`src/rtl/epp_pkg.sv`:
```
package epp_pkg;
  typedef enum logic [2:0] {
    PH_IDLE  = 3'd0,
    PH_TONE  = 3'd1,
    PH_GAP   = 3'd2,
    PH_SIL   = 3'd3,
    PH_TRAIN = 3'd4
  } phase_e;
endpackage

```
`src/rtl/epp_cfg_latch.sv`:
```
module epp_cfg_latch (
  input  logic clk_i,
  input  logic rst_ni,
  input  logic setup_i,
  input  logic tone_en_i,
  input  logic long_mode_i,
  output logic en_o,
  output logic long_o
);
  logic en_q, long_q;

  always_ff @(posedge clk_i or negedge rst_ni) begin
    if (!rst_ni) begin
      en_q   <= 1'b1;
      long_q <= 1'b0;
    end else if (setup_i) begin
      en_q   <= tone_en_i;
      long_q <= long_mode_i;
    end
  end

  assign en_o   = en_q;
  assign long_o = long_q;

  p_hold_cfg_r6: assert property (@(posedge clk_i) disable iff (!rst_ni)
    !setup_i |=> ($stable(en_q) && $stable(long_q)));
endmodule

```
`src/rtl/epp_tick_timer.sv`:
```
module epp_tick_timer #(
  parameter int unsigned CNT_W = 9
) (
  input  logic             clk_i,
  input  logic             rst_ni,
  input  logic             clear_i,
  input  logic             run_i,
  input  logic             tick_i,
  input  logic [CNT_W-1:0] limit_i,
  output logic             done_o
);
  logic [CNT_W-1:0] cnt_q;

  always_ff @(posedge clk_i or negedge rst_ni) begin
    if (!rst_ni)                cnt_q <= '0;
    else if (clear_i)           cnt_q <= '0;
    else if (run_i && tick_i)   cnt_q <= cnt_q + 1'b1;
  end

  assign done_o = run_i && tick_i && (cnt_q == limit_i - 1'b1);

  p_cnt_bound_r2: assert property (@(posedge clk_i) disable iff (!rst_ni)
    run_i |-> (cnt_q < limit_i));
endmodule

```
`src/rtl/epp_seq.sv`:
```
module epp_seq
  import epp_pkg::*;
#(
  parameter int unsigned TICK_US = 500,
  parameter int unsigned TONE_US = 187500,
  parameter int unsigned GAP_US  = 20000
) (
  input  logic       clk_i,
  input  logic       rst_ni,
  input  logic       tick_i,
  input  logic       start_i,
  input  logic       tone_en_i,
  input  logic       long_mode_i,
  input  logic       setup_i,
  input  logic       train_done_i,
  output logic [2:0] phase_o,
  output logic       train_start_o,
  output logic       protect_o
);
  localparam int unsigned TONE_TICKS = TONE_US / TICK_US;
  localparam int unsigned GAP_TICKS  = GAP_US / TICK_US;
  localparam int unsigned MAX_TICKS  = (TONE_TICKS > GAP_TICKS) ? TONE_TICKS : GAP_TICKS;
  localparam int unsigned CNT_W      = $clog2(MAX_TICKS + 1);

  phase_e           phase_q, phase_d;
  logic             en_l, long_l, timer_done, timed;
  logic             train_start_q;
  logic [CNT_W-1:0] limit;

  epp_cfg_latch u_cfg (
    .clk_i      (clk_i),
    .rst_ni     (rst_ni),
    .setup_i    (setup_i),
    .tone_en_i  (tone_en_i),
    .long_mode_i(long_mode_i),
    .en_o       (en_l),
    .long_o     (long_l)
  );

  assign timed = (phase_q == PH_TONE) || (phase_q == PH_GAP) || (phase_q == PH_SIL);
  assign limit = (phase_q == PH_TONE) ? CNT_W'(TONE_TICKS) : CNT_W'(GAP_TICKS);

  epp_tick_timer #(.CNT_W(CNT_W)) u_timer (
    .clk_i  (clk_i),
    .rst_ni (rst_ni),
    .clear_i(phase_d != phase_q),
    .run_i  (timed),
    .tick_i (tick_i),
    .limit_i(limit),
    .done_o (timer_done)
  );

  always_comb begin
    phase_d = phase_q;
    unique case (phase_q)
      PH_IDLE:  if (start_i) phase_d = en_l ? PH_TONE : (long_l ? PH_SIL : PH_TRAIN);
      PH_TONE:  if (timer_done) phase_d = PH_GAP;
      PH_GAP:   if (timer_done) phase_d = PH_TRAIN;
      PH_SIL:   if (timer_done) phase_d = PH_TRAIN;
      PH_TRAIN: if (train_done_i) phase_d = PH_IDLE;
      default:  phase_d = PH_IDLE;
    endcase
  end

  always_ff @(posedge clk_i or negedge rst_ni) begin
    if (!rst_ni) begin
      phase_q       <= PH_IDLE;
      train_start_q <= 1'b0;
    end else begin
      phase_q       <= phase_d;
      train_start_q <= (phase_d == PH_TRAIN) && (phase_q != PH_TRAIN);
    end
  end

  assign phase_o       = phase_q;
  assign train_start_o = train_start_q;
  assign protect_o     = (phase_q == PH_TONE) || (phase_q == PH_GAP);

  p_tone_next_r2: assert property (@(posedge clk_i) disable iff (!rst_ni)
    (phase_q == PH_TONE) |=> (phase_q inside {PH_TONE, PH_GAP}));
  p_gap_next_r2: assert property (@(posedge clk_i) disable iff (!rst_ni)
    (phase_q == PH_GAP) |=> (phase_q inside {PH_GAP, PH_TRAIN}));
  p_sil_next_r4: assert property (@(posedge clk_i) disable iff (!rst_ni)
    (phase_q == PH_SIL) |=> (phase_q inside {PH_SIL, PH_TRAIN}));
  p_pulse_in_train_r8: assert property (@(posedge clk_i) disable iff (!rst_ni)
    train_start_o |-> (phase_q == PH_TRAIN));
  p_pulse_single_r8: assert property (@(posedge clk_i) disable iff (!rst_ni)
    train_start_o |=> !train_start_o);
  p_done_idle_r9: assert property (@(posedge clk_i) disable iff (!rst_ni)
    (phase_q == PH_TRAIN && train_done_i) |=> (phase_q == PH_IDLE));
  p_no_tick_hold_r11: assert property (@(posedge clk_i) disable iff (!rst_ni)
    (timed && !tick_i) |=> $stable(phase_q));
endmodule

```
`config.mk`:
```
export PLATFORM = sky130hd
export DESIGN_NAME = epp_seq
export DESIGN_NICKNAME = d
export VERILOG_FILES = /design/src/rtl/epp_pkg.sv /design/src/rtl/epp_cfg_latch.sv /design/src/rtl/epp_tick_timer.sv /design/src/rtl/epp_seq.sv
export SDC_FILE = /design/constraint.sdc
export NUM_CORES = 1
export LEC_CHECK = 0
export BUFFER_PORTS_ARGS = -buffer_cell sky130_fd_sc_hd__buf_2
export CORE_UTILIZATION = 48
export DETAILED_ROUTE_END_ITERATION = 7
export GPL_TIMING_DRIVEN = 0
export PLACE_DENSITY = 0.72
export SLEW_MARGIN = 15
export SYNTH_ARGS = -nofsm -noshare
export SYNTH_HDL_FRONTEND = slang
export SYNTH_SLANG_ARGS = --single-unit
```
`constraint.sdc`:
```
create_clock -name clk_i -period 1.7 [get_ports clk_i]
set_clock_uncertainty 0.05 [all_clocks]
set_input_delay 0.17 -clock clk_i [delete_from_list [all_inputs] [get_ports clk_i]]
set_output_delay 0.17 -clock clk_i [all_outputs]
set_load 0.005 [all_outputs]
```
==> summary.md <==
| Metric | Value |
|---|---|
| Worst path required time | 1850 ps |
| Post-synth top area share | 41.1% |
| GR Overflow Total | 0 |
| Multi-input logic area | 507 um^2 |
| Synth area leaders | dfrtp_1, xnor2_1, nor2_1, dfstp_2, nand2_1 |
| CTS Buffer Depth | 2 |
| Static Leak | 0.478 nW |
| DR vias/cell | 5.94 |
| Synth cell count leaders | dfrtp_1, nor2_1, xnor2_1 |
| Syn Inst Count | 85 |
| Fin nets | 120 |
| Placed Instances | 113 |
| Yosys warnings | 0 |
| Sw Pwr | 673 uW |
| Die footprint | 1950 um^2 |
| Clock-pin transition on the worst setup and hold timing paths | 100 ps |
| Starting Density | 54.0% |
| Initial DRT Pass Iterations | 6 |
| Sequential area share after synthesis | 44.2% |
| Async set or reset register ratio after synthesis | 100% |
| Initial antenna violation count | 0 |
| Syn_nets | 94 |
| Core area | 1580 um^2 |
| TritonCTS sink count | 15 |
| Switch share | 40.4% |
| Fin crit period | 1690 ps |
| Row Count | 14 |
| Comb pwr share | 46.5% |
| Fraction of layout instances using a drive strength above 1 | 44.5% |
| Cell Area, Placed | 932 um^2 |
| EDFF count, synth | 0 |
| Die Wd | 44.1 um |
| Worst Tran Pin Value | 405 ps |
| Ports | 13 |
| First-pass GRT wire length | 3.14 mm |
| Pint | 991 uW |
| Final ANT Viol Nets | 0 |
| RSZ-0062 raised after global routing | yes |
| FILL cells | 115 |
| Post-Route WL | 1.97 mm |
| Hold Fails Final Rpt | 0 |
| Die Y | 44.1 um |
| Skew-Pair Late Insertion Delay | 300 ps |
| FMAX | 591 MHz |
| CTS tree | done |
| Crit path kind | flip-flop to flip-flop |
| Most used DFF post-synth | dfrtp_1 |
| Largest net degree at the start of global routing | 16 |
| CTS Buf Count | 3 |
| Post-Synthesis Mean Instance Area | 10.0 um^2 |
| Slew HR | 72.9% |
| Crit Path Max Fanout | 4 |
| Area grow syn2layout | 29.5% |
| Avg WL per Cell | 15.6 um |
| Arrival @ worst endpoint | 1840 ps |
| Startpoint Class | flip-flop |
| Port Buffers | 12 |
| Cell area after layout | 1100 um^2 |
| Outcome | complete, no violations |
| Max cap viols | 0 |
| Vias in the first global route | 686 |
| Largest area contributor in the netlist | dfrtp_1 |
| Synth Cell Area | 852 um^2 |
| Cell Count, Final, Fillers Out | 126 |
| Flip-flop and latch area | 380 um^2 |
| DRT iter0 DRCs | 18 |
| Tot GR Track Use | 23.4% |
| Yosys reg bits | 15 |
| H-tree Lvls | 1 |
| Most frequent cell after synthesis | dfrtp_1 |
| Antenna diodes | 0 |
| Final setup viols | 0 |
| Yosys cell types | 34 |
| Power per cell area | 1510 nW/um^2 |
| VDD IR max | 0.959 mV |
| Final slew viol count | 0 |
| Worst min-delay path category | input pin to flip-flop |
| Placer congestion estimate | 0.809 |
| Final worst path period share | 99.6% |
| HPWL after DPL | 1.21 mm |
| Via count | 748 |
| # DRC | 0 |
| Flop pwr share | 40.6% |
| Clock share of power | 12.9% |
| CP endpoint kind | flip-flop |
| Clk root buf | clkbuf_4 |
worst max-delay path, stage by stage, from the launching register on:
cell and delay (ps):
dfrtp_1 400, or4b_4 550, mux2i_4 220, nand3_2 100
a221oi_2 280
power groups by stage:
| stage | sequential, mW | clock (mW) | combinational, mW |
|---|---|---|---|
| final | 0.676 | 0.215 | 0.774 |
| after global routing | 0.701 | 0.239 | 0.853 |
| after CTS | 0.655 | 0.218 | 0.705 |
| after detailed placement | 0.650 | 0 | 0.602 |
| after global placement | 0.641 | 0 | 0.579 |
| after floorplan | 0.611 | 0 | 0.456 |
cell usage in the layout, fill, tap and decap left out, types with 2 or more instances in the layout:
master,count
buf_2,12
dfrtp_1,11
nor2_1,10
buf_4,10
xnor2_1,8
nand2_1,5
nand3_1,3
o21ai_0,3
clkbuf_4,3
dfrtp_2,3
inv_1,2
nand4b_1,2
nor3b_1,2
a21oi_1,2
nand2_2,2
nor4_1,2
mux2_2,2
or3_4,2
per-layer routing:
metal / track usage [%] / vias to the layer above / share of wire [%]
met2: 36.8 / 20 / 53
met5: 0 / - / 0
li1: - / 354 / -
met1: 29.4 / 370 / 42
met3: 6.12 / 4 / 3.2
met4: 12.7 / 0 / 2.2
through the flow:
step / TNS (ps) / util, % / setup slack, ps / total power, mW / hold slack, ps
finish: 0 / 70.0 / 7.28 / 1.66 / 59.9
global route: -106 / 70.0 / -39.5 / 1.79 / 46.8
CTS: 0 / 65.2 / 2.97 / 1.58 / 58.6
detailed placement: -1560 / 59.1 / -192 / 1.25 / 42.8
global placement: -1220 / 59.1 / -147 / 1.22 / 33.1
floorplan: 0 / - / 12.4 / 1.07 / -176
cell families after synthesis:
logic type	Yosys count	synth area share, %
flops	15	44.2
mux	3	3.82
compound gates	11	9.55
simple gates	41	28.2
xor+xnor	8	8.22
buf+inv	6	4.55
fa+ha+maj	1	1.47
path summary, 6_finish.rpt:
path / from / endpoint / slack, ps / depth (start not counted)
hold reg to reg: u_cfg.long_o / u_cfg.long_o / 540 / 1
min in group asynchronous: rst_ni / u_timer.cnt_q[7] / 230 / 2
max in group asynchronous: rst_ni / u_cfg.en_o / 1080 / 2
setup / recovery: u_timer.cnt_q[4] / phase_o[1] / 7 / 4
hold / removal: tone_en_i / u_cfg.en_o / 60 / 2
setup reg to reg: u_timer.cnt_q[4] / phase_o[1] / 7 / 4
sequential cells by signal, summed over array words and instances (netlist names):
signal         flops
phase_o            3
u_cfg.en_o         1
train_start_o      1
u_timer.cnt_q      9
u_cfg.long_o       1
layout make-up:
class                           count  area share, %
Buffer                              2           1.47
Clock buffer                        3           2.04
Clock inverter                      1          0.454
Inverter                            2          0.680
Multi-Input combinational cell     64           45.9
Sequential cell                    15           34.5
Tap cell                           16           1.81
Timing Repair Buffer               23           13.2
what timing repair did:
| action | CTS | global route |
|---|---|---|
| hold endpoints to repair | 14 | 0 |
| pin swaps | 2 | 2 |
| endpoints found under the setup margin | 10 | 11 |
| hold buffers | 1 | 0 |
| gates resized for setup | 10 | 8 |
| buffers inserted | 4 | 6 |
Power figures use the tool's default switching activity.
